==> src/rtl/baud_pkg.sv <==
package baud_pkg;
  typedef enum logic {
    SEL_LO = 1'b0,
    SEL_HI = 1'b1
  } byte_sel_e;

  localparam int unsigned DEF_PRESCALE = 4;
  localparam int unsigned DEF_DATA_W   = 8;
  localparam int unsigned DEF_BYTES    = 2;
endpackage

==> src/rtl/baud_div_latch.sv <==
module baud_div_latch #(
  parameter int unsigned DATA_W    = 8,
  parameter int unsigned NUM_BYTES = 2,
  localparam int unsigned SEL_W    = (NUM_BYTES > 1) ? $clog2(NUM_BYTES) : 1,
  localparam int unsigned DIV_W    = DATA_W * NUM_BYTES
) (
  input  logic              clk_i,
  input  logic              rst_ni,
  input  logic              wr_en_i,
  input  logic [SEL_W-1:0]  wr_sel_i,
  input  logic [DATA_W-1:0] wr_data_i,
  input  logic [SEL_W-1:0]  rd_sel_i,
  output logic [DATA_W-1:0] rd_data_o,
  output logic [DIV_W-1:0]  div_o,
  output logic              load_o
);
  logic [DATA_W-1:0] byte_q [NUM_BYTES];

  for (genvar g = 0; g < NUM_BYTES; g++) begin : g_byte
    always_ff @(posedge clk_i or negedge rst_ni) begin
      if (!rst_ni)                                        byte_q[g] <= '0;
      else if (wr_en_i && (wr_sel_i == SEL_W'(g)))        byte_q[g] <= wr_data_i;
    end
    assign div_o[g*DATA_W +: DATA_W] = byte_q[g];

    // the selected byte captures the written data, other bytes hold
    p_byte_write_r2: assert property (@(posedge clk_i) disable iff (!rst_ni)
      (wr_en_i && wr_sel_i == SEL_W'(g)) |=> byte_q[g] == $past(wr_data_i));
    p_byte_hold_r2: assert property (@(posedge clk_i) disable iff (!rst_ni)
      !(wr_en_i && wr_sel_i == SEL_W'(g)) |=> $stable(byte_q[g]));
  end

  always_comb begin
    rd_data_o = '0;
    for (int i = 0; i < NUM_BYTES; i++)
      if (rd_sel_i == SEL_W'(i)) rd_data_o = byte_q[i];
  end

  // restart strobe, seen by counters one cycle after the latch updates
  always_ff @(posedge clk_i or negedge rst_ni) begin
    if (!rst_ni) load_o <= 1'b0;
    else         load_o <= wr_en_i;
  end
endmodule

==> src/rtl/baud_prescale.sv <==
module baud_prescale #(
  parameter int unsigned PRESCALE = 4,
  localparam int unsigned PS_W    = (PRESCALE > 1) ? $clog2(PRESCALE) : 1
) (
  input  logic clk_i,
  input  logic rst_ni,
  input  logic load_i,
  input  logic bypass_i,
  output logic pre_en_o
);
  if (PRESCALE == 1) begin : g_none
    assign pre_en_o = 1'b1;
  end else begin : g_div
    logic [PS_W-1:0] pcnt_q;
    logic            wrap;
    assign wrap = (pcnt_q == PS_W'(PRESCALE - 1));

    always_ff @(posedge clk_i or negedge rst_ni) begin
      if (!rst_ni)     pcnt_q <= '0;
      else if (load_i) pcnt_q <= '0;
      else if (wrap)   pcnt_q <= '0;
      else             pcnt_q <= pcnt_q + PS_W'(1);
    end

    assign pre_en_o = bypass_i | wrap;

    // the prescaled enable never fires on two adjacent cycles
    p_pre_spacing_r3: assert property (@(posedge clk_i) disable iff (!rst_ni)
      (!bypass_i && pre_en_o) |=> (bypass_i || !pre_en_o));
  end
endmodule

==> src/rtl/baud_rate_counter.sv <==
module baud_rate_counter #(
  parameter int unsigned CNT_W = 15
) (
  input  logic             clk_i,
  input  logic             rst_ni,
  input  logic             load_i,
  input  logic             pre_en_i,
  input  logic [CNT_W-1:0] limit_i,
  output logic             tick_o
);
  logic [CNT_W-1:0] cnt_q;
  logic             tick_q;
  logic             stopped;

  assign stopped = (limit_i == '0);

  always_ff @(posedge clk_i or negedge rst_ni) begin
    if (!rst_ni) begin
      cnt_q  <= '0;
      tick_q <= 1'b0;
    end else if (load_i || stopped) begin
      cnt_q  <= '0;
      tick_q <= 1'b0;
    end else if (pre_en_i) begin
      if (cnt_q >= limit_i - CNT_W'(1)) begin
        cnt_q  <= '0;
        tick_q <= 1'b1;
      end else begin
        cnt_q  <= cnt_q + CNT_W'(1);
        tick_q <= 1'b0;
      end
    end else begin
      tick_q <= 1'b0;
    end
  end

  assign tick_o = tick_q;

  // a zero limit silences the tick
  p_zero_silent_r7: assert property (@(posedge clk_i) disable iff (!rst_ni)
    stopped |=> !tick_q);
  // a restart always begins with the tick low and the count cleared
  p_load_restart_r8: assert property (@(posedge clk_i) disable iff (!rst_ni)
    load_i |=> (!tick_q && cnt_q == '0));
  // count stays inside the programmed 15-bit range
  p_no_overflow_r6: assert property (@(posedge clk_i) disable iff (!rst_ni)
    (!load_i && !stopped) |-> cnt_q < limit_i);
  // no tick without a counter enable
  p_tick_needs_en_r9: assert property (@(posedge clk_i) disable iff (!rst_ni)
    (!pre_en_i) |=> !tick_q);
endmodule

==> src/rtl/baud_gen_top.sv <==
module baud_gen_top #(
  parameter int unsigned PRESCALE  = baud_pkg::DEF_PRESCALE,
  parameter int unsigned DATA_W    = baud_pkg::DEF_DATA_W,
  parameter int unsigned NUM_BYTES = baud_pkg::DEF_BYTES,
  localparam int unsigned DIV_W    = DATA_W * NUM_BYTES,
  localparam int unsigned CNT_W    = DIV_W - 1,
  localparam int unsigned SEL_W    = (NUM_BYTES > 1) ? $clog2(NUM_BYTES) : 1
) (
  input  logic              clk_i,
  input  logic              rst_ni,
  input  logic              wr_en_i,
  input  logic [SEL_W-1:0]  wr_sel_i,
  input  logic [DATA_W-1:0] wr_data_i,
  input  logic [SEL_W-1:0]  rd_sel_i,
  output logic [DATA_W-1:0] rd_data_o,
  input  logic              hs_en_i,
  output logic              tick_o
);
  logic [DIV_W-1:0] div;
  logic             load;
  logic             bypass;
  logic             pre_en;

  baud_div_latch #(.DATA_W(DATA_W), .NUM_BYTES(NUM_BYTES)) u_latch (
    .clk_i, .rst_ni, .wr_en_i, .wr_sel_i, .wr_data_i, .rd_sel_i, .rd_data_o,
    .div_o(div), .load_o(load)
  );

  // top divisor bit selects the fast path only in high-speed mode
  assign bypass = hs_en_i & div[DIV_W-1];

  baud_prescale #(.PRESCALE(PRESCALE)) u_pre (
    .clk_i, .rst_ni, .load_i(load), .bypass_i(bypass), .pre_en_o(pre_en)
  );

  baud_rate_counter #(.CNT_W(CNT_W)) u_cnt (
    .clk_i, .rst_ni, .load_i(load), .pre_en_i(pre_en),
    .limit_i(div[CNT_W-1:0]), .tick_o
  );

  // with high-speed mode off the fast path is never taken
  p_hs_gate_r5: assert property (@(posedge clk_i) disable iff (!rst_ni)
    !hs_en_i |-> !bypass);
endmodule

==> config.mk <==
export PLATFORM = sky130hd
export DESIGN_NAME = baud_gen_top
export DESIGN_NICKNAME = d
export VERILOG_FILES = /design/src/rtl/baud_pkg.sv /design/src/rtl/baud_div_latch.sv /design/src/rtl/baud_prescale.sv /design/src/rtl/baud_rate_counter.sv /design/src/rtl/baud_gen_top.sv
export SDC_FILE = /design/constraint.sdc
export NUM_CORES = 1
export LEC_CHECK = 0
export CAP_MARGIN = 20
export CORE_MARGIN = 2
export CORE_UTILIZATION = 35
export CTS_CLUSTER_SIZE = 8
export DETAILED_ROUTE_END_ITERATION = 6
export PLACE_DENSITY = 0.57
export SLEW_MARGIN = 10
export SYNTH_ARGS = -nofsm -noshare
export SYNTH_HDL_FRONTEND = slang
export SYNTH_SLANG_ARGS = --single-unit
==> constraint.sdc <==
create_clock -name clk_i -period 8.06 [get_ports clk_i]
set_input_delay 1.209 -clock clk_i [delete_from_list [all_inputs] [get_ports clk_i]]
set_output_delay 1.209 -clock clk_i [all_outputs]
set_load 0.03 [all_outputs]
=== After elaboration in Yosys (flattened, before gate mapping) ===
Index checks and enable logic that the tools add are counted.

* Add/sub/neg operators: 3
* $lt $le $gt $ge: 1
* Equal/unequal tests: 1
* Muxes and demuxes: 9
* Bitwise gates (word level): 3
* Reductions and logical operators: 5

{| class="wikitable"
|+ Operators by type and width
! kind !! count
|-
| two-way mux 15 bit || 3
|-
| adder 15 x 1 -> 15 bit (second input constant) || 1
|-
| >= comparator 15 bit || 1
|-
| logical NOT 15 bit || 1
|-
| subtractor 15 x 1 -> 15 bit (second input constant) || 1
|-
| two-way mux 8 bit || 1
|-
| two-way mux 2 bit || 2
|-
| two-way mux 1 bit || 3
|-
| adder 2 x 1 -> 2 bit (second input constant) || 1
|-
| == test 2 bit (second input constant) || 1
|-
| logical AND 1 bit || 2
|-
| nonzero test 2 bit || 1
|-
| AND 1 bit || 1
|-
| logical OR 1 bit || 1
|-
| inverter 1 bit || 1
|-
| OR 1 bit || 1
|}

* Flip-flop bits (word level): 35
* Bits of input ports: 14
* Output and inout bits: 9
* Logic and storage cells: 28

=== Longest topological paths before layout ===
* Depth in word-level cells: 5
* Depth in mapped cells: 15
* Mapped depth without buffers: 13

=== By module ===
A second synthesis with hierarchy kept.

* Cells, all modules: 214
* Area total of the unflattened synthesis: 2313.5 um^2

{| class="wikitable"
|+ Modules (own cells, without submodules)
! module !! instances !! cells an instance !! area each (um^2)
|-
| baud_rate_counter || 1 || 162 || 1465.2
|-
| baud_div_latch || 1 || 45 || 762.0
|-
| baud_prescale || 1 || 6 || 80.1
|-
| baud_gen_top || 1 || 1 || 6.3
|}

=== Worst setup path after synthesis ===
OpenSTA, ideal clock, no wires.

* Path type: input-to-output
* Start point: in rd_sel_i
* End point: out rd_data_o[0]
* Data arrival time: 2.119 ns
* Required time: 6.851 ns
* Setup slack: 4.732 ns
* Stages on the path: 2
* Buffers on the path: 1
* Cell sequence: clkbuf_1 o21ai_0

* Word-level cells in the longest chain between the ends: 1

{| class="wikitable"
|+ Ends and longest elaborated chain
! what !! line !! text
|-
| from (decl) || baud_gen_top.sv:14 || <nowiki>input logic [SEL_W-1:0] rd_sel_i,</nowiki>
|-
| two-way mux 8 bit || baud_div_latch.sv:36 || <nowiki>if (rd_sel_i == SEL_W'(i)) rd_data_o = byte_q[i];</nowiki>
|-
| to (decl) || baud_gen_top.sv:15 || <nowiki>output logic [DATA_W-1:0] rd_data_o,</nowiki>
|}

No other way between the ends.

=== Worst setup path in the final report ===
* Start point: in rd_sel_i
* End point: out rd_data_o[5]

Same word-level chain as after synthesis.

==> flow_summary.json <==
{
  "power_density_nw_per_um2": 170,
  "fin_nets": 286,
  "groute.usage.overall": 0.145,
  "routed_via_density": 5.28,
  "min_path_type": "register to register",
  "relSlewSlack": 0.426,
  "antenna_found_initial": 0,
  "area_growth_pct": 15.9,
  "power.total_uw": 442,
  "ant_nets": 0,
  "finalSetupTns_ps": 0,
  "hold_viol_final": 0,
  "hold_depth": 1,
  "fin_crit_ps": 4120,
  "coreArea_um2": 6280,
  "synth_edf_count": 0,
  "rsz0062_at_grt": "false",
  "h-tree-depth": 2,
  "grt_overflow_total": 0,
  "mostFrequentLayoutCells": "35 x dfrtp_1, 30 x nand2_1, 22 x clkdlybuf4s50_1",
  "critPathLaunch": "rd_sel_i",
  "cp_max_fo": 10,
  "row_count": 29,
  "worst_pin_slew_ps": 860,
  "first_pass_iters": 4,
  "status": "completed",
  "skew_ps": 5.28,
  "syn_area_um2": 2250,
  "die_w_um": 84.1,
  "dieArea_um2": 7080,
  "nFillCells": 642,
  "cp.required_ps": 6850,
  "ys_seq_area_frac": 0.390,
  "clock.fmax_mhz": 243,
  "ys_ff_latch": 35,
  "slowest_delay_ps": 720,
  "cts_tree": "built",
  "drc": 0,
  "n_antenna_cell": 0,
  "arrival_ps": 2910,
  "gp_congestion": 0.743,
  "final_core_util": 0.415,
  "synth_top_area_cell": "dfrtp_1",
  "critPathKind": "input port to primary output",
  "synth.top_cell.area_share": 0.390,
  "postCtsHoldBufs": 0,
  "io_buffers": 22,
  "drive_above_1_share": 0.130,
  "syn_inst": 230,
  "die_y_um": 84.1,
  "clk_pin_slew_ps": 70,
  "hp-start": "u_pre.g_div.pcnt_q[0]",
  "routed-via-count": 1744,
  "grt_max_degree": 36,
  "worstSetupEndpointType": "primary output",
  "finalWorstSetupSlack_ps": 3940,
  "finalSetupViolCount": 0,
  "crit_slowest_cell": "clkdlybuf4s50_1",
  "synth-main-ff-cell": "dfrtp_1",
  "reg2reg_from": "u_latch.div_o[0]",
  "period_share": 0.511,
  "ir_drop_uv": 104,
  "avgSynthCellArea_um2": 9.77,
  "cts_root_buf": "clkbuf_8",
  "routed_wl_um": 4730,
  "layout_commonest_cell": "dfrtp_1",
  "grt_pass1_wl_um": 8250,
  "start_util": 0.358,
  "io_pins": 23,
  "yosys_warnings": 0,
  "synth_nets": 262,
  "cts_max_path_buffers": 2,
  "ys_top_cells_by_area": "dfrtp_1 39%, ha_1 10%, mux2_2 10%",
  "hpwl_um": 3620,
  "async_flop_share": 1.00,
  "p_leak_uw": 0.00105,
  "clock_latency_ps": 290,
  "first_iter_violations": 76,
  "grt_pass1_vias": 1708,
  "synth_cell_types": 39,
  "cts_resized": 0,
  "ff2ff_path_depth": 13,
  "wl_per_cell_um": 14.3,
  "critPathMostFrequentCell": "clkdlybuf4s50_1",
  "cts_sinks": 35,
  "slew_violations": 0,
  "postCtsSetupBuffers": 0,
  "dpl_worst_slack_ps": 3940,
  "start_kind": "input port",
  "crit_chain": "clkdlybuf4s50_1, mux2_2, clkdlybuf4s50_1",
  "maxCapViolCount": 0,
  "cts_buffers": 5
}
-- Yosys cell counts, types with 4 or more instances --
| library cell | number |
|---|---|
| nor3_1 | 6 |
| xor2_1 | 5 |
| o21ai_0 | 10 |
| ha_1 | 18 |
| mux2i_1 | 5 |
| nand3_1 | 16 |
| xnor2_1 | 8 |
| nor2b_1 | 4 |
| inv_1 | 5 |
| a21oi_1 | 10 |
| nand2_1 | 30 |
| nor2_1 | 13 |
| dfrtp_1 | 35 |
| nand4_1 | 7 |
| mux2_2 | 20 |
| or3_1 | 5 |
-- flip-flops by register name, summed over array words and instances, names as in the netlist --
signal / count
u_pre.g_div.pcnt_q: 2
u_latch.div_o: 16
u_latch.load_o: 1
u_cnt.cnt_q: 15
u_cnt.tick_o: 1
-- kinds of logic after synthesis --
| family | Yosys count | share of synthesized area |
|---|---|---|
| buffers and inverters | 11 | 0.0256 |
| flip-flops | 35 | 0.390 |
| XOR/XNOR | 13 | 0.0507 |
| adder cells (fa/ha/maj) | 18 | 0.100 |
| AO/OA/AOI/OAI | 29 | 0.0824 |
| multiplexers | 25 | 0.122 |
| AND/OR/NAND/NOR | 99 | 0.229 |
-- worst paths after layout --
path,end,slack [ps]
setup / recovery,rd_data_o[5],3940
hold / removal,u_pre.g_div.pcnt_q[0],460
setup reg to reg,u_cnt.cnt_q[14],4220
hold reg to reg,u_pre.g_div.pcnt_q[0],460
max in group asynchronous,u_latch.div_o[0],6390
min in group asynchronous,u_cnt.cnt_q[11],1340
-- worst max-delay path: cells and delay by family --
kind / cells / cell delay (ps)
buffers and inverters: 2 / 1310
multiplexers: 1 / 390
-- power by group --
group	switching (uW)	leakage, uW	internal (uW)
clock	59.0	0.0000371	57.6
sequential	20.3	0.000449	190
combinational	58.8	0.000560	56.4
-- stage by stage --
stage	instances	area [um^2]	hold slack, ps
2_1_floorplan	230	2250	408
3_3_place_gp	324	2530	424
3_5_place_dp	324	2530	436
4_1_cts	330	2610	453
5_1_grt	330	2610	475
6_report	330	2610	456
-- area by class of cell --
cell class,instances,area [um^2],area share
Multi-Input combinational cell,184,1310,0.504
Sequential cell,35,876,0.336
Timing Repair Buffer,23,228,0.0874
Tap cell,77,96.3,0.0370
Clock buffer,6,72.6,0.0279
Inverter,5,18.8,0.00720
-- per-layer routing --
layer,vias up,GRT usage,wire [um]
met1,830,0.193,2360
met5,-,0,0
li1,879,-,-
met2,31,0.237,2170
met4,0,0.0367,39
met3,4,0.0366,158
Note: power is estimated with default switching activity, not from simulation.
